`src/rtl/filt_regs_pkg.sv`:
```
package filt_regs_pkg;
  parameter int DATA_W   = 32;
  parameter int TAP_W    = 16;
  // word indices (byte offset / 4) of the fixed control region
  parameter int W_CTL    = 0;
  parameter int W_INADR  = 1;
  parameter int W_INLEN  = 2;
  parameter int W_OUTADR = 3;
  parameter int W_TAP0   = 4;
  parameter int W_CNTIN  = 12;
  parameter int W_CNTOUT = 13;
endpackage

```
`src/rtl/filt_tap_bank.sv`:
```
module filt_tap_bank
  import filt_regs_pkg::*;
#(
  parameter int NTAP = 9,
  parameter int IW   = 6
) (
  input  logic                    clk,
  input  logic                    rst_n,
  input  logic                    we,
  input  logic [IW-1:0]           widx,
  input  logic [DATA_W-1:0]       wdata,
  input  logic [IW-1:0]           ridx,
  output logic [DATA_W-1:0]       rword,
  output logic [NTAP*TAP_W-1:0]   taps_flat
);
  localparam int NWORD = (NTAP + 1) / 2;

  logic [TAP_W-1:0]  tap_q [NTAP];
  logic [DATA_W-1:0] words [NWORD];

  for (genvar i = 0; i < NTAP; i++) begin : g_tap
    always_ff @(posedge clk or negedge rst_n) begin
      if (!rst_n)
        tap_q[i] <= '0;
      else if (we && widx == IW'(i / 2))
        tap_q[i] <= ((i % 2) == 1) ? wdata[DATA_W-1:TAP_W] : wdata[TAP_W-1:0];
    end
    assign taps_flat[i*TAP_W +: TAP_W] = tap_q[i];
  end

  for (genvar w = 0; w < NWORD; w++) begin : g_word
    if (2*w + 1 < NTAP) begin : g_pair
      assign words[w] = {tap_q[2*w+1], tap_q[2*w]};
    end else begin : g_single
      assign words[w] = {{TAP_W{1'b0}}, tap_q[2*w]};
    end
  end

  always_comb begin
    rword = '0;
    for (int w = 0; w < NWORD; w++)
      if (ridx == IW'(w)) rword = words[w];
  end

  // a write to tap word 0 loads tap 0 from the low half, tap 1 from the high half
  a_r4_pair_load: assert property (@(posedge clk) disable iff (!rst_n)
    (we && widx == '0) |=> (tap_q[0] == $past(wdata[TAP_W-1:0]) &&
                            tap_q[1] == $past(wdata[DATA_W-1:TAP_W])));
endmodule

```
`src/rtl/filt_flush_gen.sv`:
```
module filt_flush_gen (
  input  logic clk,
  input  logic rst_n,
  input  logic soft_rst,
  output logic pulse
);
  logic seen_q;

  always_ff @(posedge clk or negedge rst_n) begin
    if (!rst_n) begin
      seen_q <= 1'b0;
      pulse  <= 1'b0;
    end else begin
      seen_q <= soft_rst;
      pulse  <= soft_rst && !seen_q;
    end
  end

  // flush is a single-cycle pulse
  a_r11_one_cycle: assert property (@(posedge clk) disable iff (!rst_n)
    pulse |=> !pulse);
  // a rising soft reset yields a pulse in the next cycle
  a_r11_on_rise: assert property (@(posedge clk) disable iff (!rst_n)
    (soft_rst && !seen_q) |=> pulse);
endmodule

```
`src/rtl/filt_rd_mux.sv`:
```
module filt_rd_mux
  import filt_regs_pkg::*;
#(
  parameter int WW    = 6,
  parameter int NWORD = 5
) (
  input  logic [WW-1:0]     word,
  input  logic [DATA_W-1:0] ctl,
  input  logic [DATA_W-1:0] inadr,
  input  logic [DATA_W-1:0] inlen,
  input  logic [DATA_W-1:0] outadr,
  input  logic [DATA_W-1:0] tapword,
  input  logic [TAP_W-1:0]  in_avail,
  input  logic [TAP_W-1:0]  in_free,
  input  logic [TAP_W-1:0]  out_avail,
  input  logic [TAP_W-1:0]  out_free,
  output logic [DATA_W-1:0] dout
);
  always_comb begin
    dout = '0;
    if (word == WW'(W_CTL))         dout = ctl;
    else if (word == WW'(W_INADR))  dout = inadr;
    else if (word == WW'(W_INLEN))  dout = inlen;
    else if (word == WW'(W_OUTADR)) dout = outadr;
    else if (word >= WW'(W_TAP0) && word < WW'(W_TAP0 + NWORD)) dout = tapword;
    else if (word == WW'(W_CNTIN))  dout = {in_free, in_avail};
    else if (word == WW'(W_CNTOUT)) dout = {out_free, out_avail};
  end
endmodule

```
`src/rtl/filt_ctl_regbank.sv`:
```
module filt_ctl_regbank
  import filt_regs_pkg::*;
#(
  parameter int AW   = 8,
  parameter int NTAP = 9
) (
  input  logic                  clk,
  input  logic                  rst_n,
  input  logic                  soft_rst,
  input  logic                  wr_en,
  input  logic [AW-1:0]         wr_addr,
  input  logic [DATA_W-1:0]     wr_data,
  input  logic                  rd_en,
  input  logic [AW-1:0]         rd_addr,
  output logic                  rd_valid,
  output logic [DATA_W-1:0]     rd_data,
  input  logic                  dma_upd,
  input  logic [DATA_W-1:0]     dma_in_addr,
  input  logic [DATA_W-1:0]     dma_in_len,
  input  logic [TAP_W-1:0]      in_avail,
  input  logic [TAP_W-1:0]      in_free,
  input  logic [TAP_W-1:0]      out_avail,
  input  logic [TAP_W-1:0]      out_free,
  output logic                  run,
  output logic [DATA_W-1:0]     ctl_word,
  output logic [DATA_W-1:0]     in_addr,
  output logic [DATA_W-1:0]     in_len,
  output logic [DATA_W-1:0]     out_addr,
  output logic [NTAP*TAP_W-1:0] coef_flat,
  output logic                  flush_in_fifo,
  output logic                  flush_out_fifo,
  output logic                  flush_dline
);
  localparam int WW    = AW - 2;
  localparam int NWORD = (NTAP + 1) / 2;

  logic [WW-1:0]     wword, rword;
  logic              hit_ctl, hit_ia, hit_len, hit_oa, tap_we;
  logic [WW-1:0]     tap_widx, tap_ridx;
  logic [DATA_W-1:0] tap_rd, mux_out;
  logic              flush_p;

  assign wword    = wr_addr[AW-1:2];
  assign rword    = rd_addr[AW-1:2];
  assign hit_ctl  = wr_en && wword == WW'(W_CTL);
  assign hit_ia   = wr_en && wword == WW'(W_INADR);
  assign hit_len  = wr_en && wword == WW'(W_INLEN);
  assign hit_oa   = wr_en && wword == WW'(W_OUTADR);
  assign tap_we   = wr_en && wword >= WW'(W_TAP0) && wword < WW'(W_TAP0 + NWORD);
  assign tap_widx = wword - WW'(W_TAP0);
  assign tap_ridx = rword - WW'(W_TAP0);

  always_ff @(posedge clk or negedge rst_n) begin
    if (!rst_n) begin
      ctl_word <= '0;
      in_addr  <= '0;
      in_len   <= '0;
      out_addr <= '0;
    end else begin
      if (soft_rst)     ctl_word <= '0;
      else if (hit_ctl) ctl_word <= wr_data;
      if (hit_ia)       in_addr  <= wr_data;
      else if (dma_upd) in_addr  <= dma_in_addr;
      if (hit_len)      in_len   <= wr_data;
      else if (dma_upd) in_len   <= dma_in_len;
      if (hit_oa)       out_addr <= wr_data;
    end
  end
  assign run = ctl_word[0];

  filt_tap_bank #(.NTAP(NTAP), .IW(WW)) u_taps (
    .clk(clk), .rst_n(rst_n), .we(tap_we), .widx(tap_widx), .wdata(wr_data),
    .ridx(tap_ridx), .rword(tap_rd), .taps_flat(coef_flat)
  );

  filt_rd_mux #(.WW(WW), .NWORD(NWORD)) u_rmux (
    .word(rword), .ctl(ctl_word), .inadr(in_addr), .inlen(in_len), .outadr(out_addr),
    .tapword(tap_rd), .in_avail(in_avail), .in_free(in_free),
    .out_avail(out_avail), .out_free(out_free), .dout(mux_out)
  );

  always_ff @(posedge clk or negedge rst_n) begin
    if (!rst_n) begin
      rd_valid <= 1'b0;
      rd_data  <= '0;
    end else begin
      rd_valid <= rd_en;
      rd_data  <= rd_en ? mux_out : '0;
    end
  end

  filt_flush_gen u_flush (.clk(clk), .rst_n(rst_n), .soft_rst(soft_rst), .pulse(flush_p));
  assign flush_in_fifo  = flush_p;
  assign flush_out_fifo = flush_p;
  assign flush_dline    = flush_p;

  // a control write without soft reset sets run from data bit 0
  a_r2_run_bit: assert property (@(posedge clk) disable iff (!rst_n)
    (wr_en && wr_addr[AW-1:2] == WW'(W_CTL) && !soft_rst) |=> run == $past(wr_data[0]));
  // soft reset leaves the control word zero
  a_r10_soft_clear: assert property (@(posedge clk) disable iff (!rst_n)
    soft_rst |=> ctl_word == '0);
  // read data arrives one cycle after the request
  a_r8_rd_latency: assert property (@(posedge clk) disable iff (!rst_n)
    rd_en |=> rd_valid);
  a_r8_idle_zero: assert property (@(posedge clk) disable iff (!rst_n)
    !rd_en |=> (!rd_valid && rd_data == '0));
  // DMA value lands unless the host addressed that register
  a_r9_dma_addr: assert property (@(posedge clk) disable iff (!rst_n)
    (dma_upd && !(wr_en && wr_addr[AW-1:2] == WW'(W_INADR))) |=> in_addr == $past(dma_in_addr));
  a_r9_host_wins: assert property (@(posedge clk) disable iff (!rst_n)
    (wr_en && wr_addr[AW-1:2] == WW'(W_INLEN)) |=> in_len == $past(wr_data));
  // input FIFO counts read back packed free:avail
  a_r6_cnt_in: assert property (@(posedge clk) disable iff (!rst_n)
    (rd_en && rd_addr[AW-1:2] == WW'(W_CNTIN)) |=> rd_data == {$past(in_free), $past(in_avail)});
  // last tap word has an empty upper half when the tap count is odd
  if (NTAP % 2 == 1) begin : g_odd_chk
    a_r5_top_half_zero: assert property (@(posedge clk) disable iff (!rst_n)
      (rd_en && rd_addr[AW-1:2] == WW'(W_TAP0 + NWORD - 1)) |=> rd_data[DATA_W-1:TAP_W] == '0);
  end
endmodule

```
`config.mk`:
```
export PLATFORM = sky130hd
export DESIGN_NAME = filt_ctl_regbank
export DESIGN_NICKNAME = d
export VERILOG_FILES = /design/src/rtl/filt_regs_pkg.sv /design/src/rtl/filt_tap_bank.sv /design/src/rtl/filt_flush_gen.sv /design/src/rtl/filt_rd_mux.sv /design/src/rtl/filt_ctl_regbank.sv
export SDC_FILE = /design/constraint.sdc
export NUM_CORES = 1
export LEC_CHECK = 0
export BUFFER_PORTS_ARGS = -buffer_cell sky130_fd_sc_hd__buf_2
export CAP_MARGIN = 20
export CELL_PAD_IN_SITES_DETAIL_PLACEMENT = 0
export CELL_PAD_IN_SITES_GLOBAL_PLACEMENT = 1
export CORE_AREA = 2 2 191 193
export CTS_BUF_LIST = sky130_fd_sc_hd__clkbuf_8
export DETAILED_ROUTE_END_ITERATION = 8
export DIE_AREA = 0 0 193 195
export PLACE_DENSITY = 0.9
export SLEW_MARGIN = 20
export SYNTH_ARGS = -nofsm -noshare
export SYNTH_HDL_FRONTEND = slang
export SYNTH_SLANG_ARGS = --single-unit
```
`constraint.sdc`:
```
create_clock -name clk -period 4.4 [get_ports clk]
set_input_delay 0.88 -clock clk [delete_from_list [all_inputs] [get_ports clk]]
set_output_delay 0.88 -clock clk [all_outputs]
set_load 0.05 [all_outputs]
```
==> results of run 1 <==
## through the flow
stage               std cells  setup slack, ns  hold WS [ns]  total power (W)
global placement         2075            1.268        0.3814         0.005544
detailed placement       2076            1.241        0.4041         0.005583
finish                   2174            1.846        0.2353         0.008069
floorplan                1209            2.065        0.3777         0.004870
CTS                      2167            1.902        0.2748         0.008094
global route             2173            1.804        0.3099         0.008350
## layout by cell type, fill, tap and decap left out, types with 2 or more instances in the layout
cell type	n
a32o_1	2
dfrtp_1	307
nand2b_1	14
clkinv_2	7
buf_2	482
nor3b_2	2
nand3b_1	2
a221oi_1	19
nor2_4	3
mux2_4	30
inv_1	32
a22oi_1	39
mux2i_1	65
o32ai_1	3
and3_1	28
mux2_2	142
nor3b_4	2
mux4_2	32
and2_1	3
o31ai_1	6
clkbuf_8	66
diode_2	7
o31a_1	7
nor4_4	3
nor4b_4	2
o22ai_1	16
mux2_1	4
or3_1	6
o221ai_1	7
buf_4	30
nor2b_1	17
buf_12	4
a31oi_1	29
nor2_1	34
nand2_1	123
o21ai_0	57
a21oi_1	68
## critical path, stage by stage
cell and delay [ns]:
buf_2 0.14, or4b_1 0.69, nor2_4 0.36, buf_4 0.54
mux2_2 0.40
## cell usage after synthesis (all sizes together) (3+ instances only)
cell	number	area (um^2)
and2	3	18.77
mux2i	65	650.6
mux2	176	2095
nor3b	4	52.55
a31oi	29	181.4
nor2	38	147.6
nand2b	14	87.58
mux4	32	720.7
o31ai	6	45.04
and3	28	175.2
o21ai	57	285.3
o31a	7	61.31
clkbuf	60	226.5
a21oi	68	340.3
buf	51	299.0
nand2	123	461.7
o22ai	16	100.1
dfrtp	307	7682
nor2b	17	106.4
inv	15	56.30
a22oi	39	292.8
or3	6	37.54
o221ai	7	61.31
a221oi	19	166.4
nor4	3	55.05
o32ai	3	26.28
## registers in the layout (all words and copies together) (netlist names)
name and count:
in_addr 32, u_flush.seen_q 1, in_len 32, out_addr 32, rd_valid 1, ctl_word 32, u_flush.pulse 1, u_taps.taps_flat 144
rd_data 32
## layout make-up
type	instances	area (um^2)
clock inverter	25	106.4
multi-input combinational	776	6405
sequential	307	7682
fill	3139	16910
inverter	15	56.30
timing repair buffer	517	2733
tap	461	576.8
antenna	7	17.52
clock buffer	66	908.4
## power breakdown
part	leakage, nW	switching (W)	internal (W)
sequential	4.01	0.000245	0.00311
clock	0.593	0.00119	0.00134
combinational	4.81	0.00158	0.000608
total	9.42	0.00301	0.00506
## kinds of logic after synthesis
logic type             synth area share (%)
DFF                                   52.62
and+or+nand+nor                       8.784
buffers and inverters                 3.985
muxes                                 23.74
AOI/OAI and AO/OA                     10.88
## worst paths after layout
check	from	to	slack (ns)	depth (start not counted)
worst max-delay path	wr_addr[2]	u_taps.taps_flat[82]	1.85	5
worst min-delay path	rst_n	u_taps.taps_flat[106]	0.24	1
worst max register to register	u_taps.taps_flat[33]	rd_data[1]	2.55	4
worst min register to register	u_flush.seen_q	u_flush.pulse	0.41	1
max in group asynchronous	rst_n	rd_data[15]	3.07	2
min in group clk	u_flush.seen_q	u_flush.pulse	0.41	1
## routing by layer
| metal | routed length, um | share of wire [%] | vias up |
|---|---|---|---|
| li1 | - | - | 5334 |
| met1 | 22670 | 41 | 6370 |
| met2 | 26380 | 47 | 676 |
| met3 | 4583 | 8.2 | 132 |
| met4 | 2172 | 3.9 | 0 |
| met5 | 0 | 0 | - |
==> metrics.txt, run 1 <==
CTS resizes 0; CP endpoint kind register; crit path max fanout 26; Final Max Slew Viols 0; initial antenna violation count 9; Setup Skew 0.02741 ns; IO Port Bufs 486; clock latency on the worst-skew pair 0.63 ns; Detailed Place HPWL 38780 um; nets 1851; die width between 150 and 200 um; setup bufs post-CTS 0; CTS Root Cell clkbuf_8; Area growth, synth to finish 26.61%; Crit Path Category in -> reg; synthesized area per cell roughly 12 um^2; Placement Rows a little under 70; Worst Setup Start Kind input port; hold crit path type in -> async; global route overflow 0; fin crit period roughly 2.6 ns; Max-Cap Viols 0; PD cells 436.5 nW/um^2; layout cells sized above 1 a little under half; static leakage ~9.4 nW; via count between 10000 and 15000; yosys warns 0; met1 global-route usage 38.58%; sequential-to-total area share from yosys stat roughly 53%; synthesized instance count between 1000 and 1500; period utilisation layout 58.05%; vias in the first global route ~13000; GR peak layer met2; initial DRC count ~940; WP data arrival just over 3 ns; routed wire length approximately 56000 um; global-route wire length before repair 81810 um; DR WL/cell 25.67 um; GR Util met3 a little over 7%; GR Util All Layers 29.37%; Placed Area 17450 um^2; async set-reset flop share out of synthesis between 90% and 100%; I/O Pins 491; Hold Fails Final Rpt 0; EDFF count, synth 0; via/cell ratio roughly 5.8; Total Die Area 37640 um^2; final estimated routing congestion in global placement between 0.9 and 1; Mapped Nets 1391; CTS Buf Count 52; clock-pin slew of the registers on the worst-case setup and hold paths approximately 0.06 ns; FMAX approximately 0.39 GHz; Synth Register Bits just over 300; die height roughly 200 um; CTS tree yes; ys flop type dfrtp_1; antenna viol nets, final 0; DR DRC count 0; Slew HR between 30% and 40%; endpoints failing setup 0; DRT Pass-1 Iters 5; Clock Sinks just over 300; clk buf depth 3; Yosys cell types a little under 50; final core occ about 52%; post-synthesis cell area roughly 15000 um^2; hold buffers post-CTS 0; Core Region 35400 um^2; setup TNS 0 ns; slew at the pin closest to its max-slew limit a little under 1 ns; H-tree Lvls 2; met2 Usage GRT between 40 and 50%; Initial Util approximately 41%; largest net degree at the start of global routing 93; run status finished, final reports clean; RSZ-0062 raised after global routing no; fin area 18490 um^2; worst endpoint required time between 4 and 5 ns; Max rail drop VDD around 0.32 mV
(Power assumes the default switching activity.)
==> run 2, diff against run 1 <==
--- a/config.mk
+++ b/config.mk
@@ -9,11 +9,10 @@
 export CAP_MARGIN = 20
 export CELL_PAD_IN_SITES_DETAIL_PLACEMENT = 0
 export CELL_PAD_IN_SITES_GLOBAL_PLACEMENT = 1
-export CORE_AREA = 2 2 191 193
+export CORE_UTILIZATION = 37
 export CTS_BUF_LIST = sky130_fd_sc_hd__clkbuf_8
 export DETAILED_ROUTE_END_ITERATION = 8
-export DIE_AREA = 0 0 193 195
-export PLACE_DENSITY = 0.9
+export PLACE_DENSITY = 0.85
 export SLEW_MARGIN = 20
 export SYNTH_ARGS = -nofsm -noshare
 export SYNTH_HDL_FRONTEND = slang
==> constraint.sdc (replaced) <==
create_clock -name clk -period 2.1 [get_ports clk]
set_input_delay 0.42 -clock clk [delete_from_list [all_inputs] [get_ports clk]]
set_output_delay 0.42 -clock clk [all_outputs]
set_load 0.05 [all_outputs]
==> metrics.txt, run 2 (synthesized netlist as in run 1, its figures left out) <==
run status finished, final reports clean; RSZ-0062 raised after global routing no; endpoints failing setup 0; Setup crit start in_addr[20]; via count about 13000; crit path max fanout 4; die height 200.6 um; PD cells approximately 900 nW/um^2; reg-to-reg slack, setup about 0.43 ns; slew at the pin closest to its max-slew limit roughly 0.84 ns; CP max-delay cell dfrtp_1; DR WL/cell about 25 um; hold_ws slightly below 0.08 ns; commonest non-fill, non-tap cell in the layout buf_2; FMAX around 0.54 GHz; via/cell ratio 5.492; H-tree Lvls 2; Critical Path, Cell by Cell buf_2; period utilisation layout 88.74%; antenna viol nets, final 0; IO Port Bufs between 400 and 500; Bufs and invs on worst path 1; global-route wire length before repair about 85000 um; DR DRC count 0; Core Region 38830 um^2; initial DRC count approximately 810; Final Max Slew Viols 0; Crit Path Category reg -> out; hold crit path type in -> reg; clock latency on the worst-skew pair 0.62 ns; Total Die Area 40260 um^2; Initial Util a little under two fifths; WP data arrival around 1.4 ns; min-delay src in_free[4]; setup ws final 0.2365 ns; Place WS -0.08964 ns; Detailed Place HPWL 41330 um; CTS Root Cell clkbuf_8; worst endpoint required time 1.68 ns; CP top delay family flip-flops; r2r startpoint u_taps.taps_flat[97]; Worst Setup Start Kind register; CP max stage delay ~0.50 ns; GR Util All Layers between 20% and 30%; max reg flops approximately 140; CTS tree yes; Placement Rows 72; Max rail drop VDD 0.7947 mV; DRT Pass-1 Iters 6; Clock Sinks about 310; nets roughly 1900; clock-pin slew of the registers on the worst-case setup and hold paths roughly 0.070 ns; Max-Cap Viols 0; layout cells sized above 1 between 40% and 50%; CTS Buf Count between 50 and 60; vias in the first global route roughly 13000; clk buf depth 3; CTS resizes 0; routed wire length approximately 57000 um; commonest cells after routing, fill and taps aside buf_2 (482), dfrtp_1 (307), mux2_2 (142), nand2_1 (123), clkbuf_8 (72); setup bufs post-CTS 0; final core occ roughly half; I/O Pins ~500; static leakage about 10 nW; hold buffers post-CTS 1; fin crit period ~1.9 ns; Setup Skew between 0.02 and 0.03 ns; initial antenna violation count 4; CP endpoint kind output pin; global route overflow 0; Hold Fails Final Rpt 0; final estimated routing congestion in global placement approximately 0.95; die width between 200 and 250 um; Slew HR a little over two fifths; largest net degree at the start of global routing 65; Area growth, synth to finish 32.57%
## run 2: where the power goes
group          internal, W  leakage, nW  switching, W
Sequential         0.00652         4.01      0.000542
Clock              0.00316        0.634       0.00250
Combinational      0.00134         5.16       0.00329
## run 2: worst paths after layout
check                                       end  depth (start not counted)
min in group asynchronous           in_addr[20]                          2
min reg2reg                       u_flush.pulse                          1
max in group asynchronous  u_taps.taps_flat[72]                          4
max                                 in_addr[20]                          1
min                                 rd_data[20]                          3
max reg2reg                          rd_data[1]                          5
## run 2: metal layers
layer	routed length (um)	global-route usage, %	vias to the layer above
li1	-	-	5452
met1	23790	37.85	6316
met2	26790	44.20	652
met3	4283	5.519	123
met4	1920	12.30	0
met5	0	0	-
## run 2: cell type report
type	count	area [um^2]
diodes	4	10.01
clock buffers	72	991.0
clock inverters	23	125.1
fillers	3552	19470
inverters	15	56.30
multi-input cells	776	6405
flip-flops and latches	307	7682
well taps	518	648.1
repair buffers	569	3438
## run 2: stage by stage
step | cells | TNS, ns | cell area [um^2] | total power (W)
after floorplan | 1209 | 0 | 14600 | 0.01020
after global placement | 2184 | -1.058 | 18220 | 0.01170
after detailed placement | 2184 | -1.835 | 18220 | 0.01178
after CTS | 2280 | 0 | 19350 | 0.01748
after global routing | 2284 | 0 | 19360 | 0.01802
final | 2284 | 0 | 19360 | 0.01735
## run 2: worst register-to-register path: cells and delay by family, from the launching register on
family	cells	cell delay, ns
buffers and inverters	1	0.17
flip-flops	1	0.40
AO/OA/AOI/OAI	3	0.51
multiplexers	1	0.48
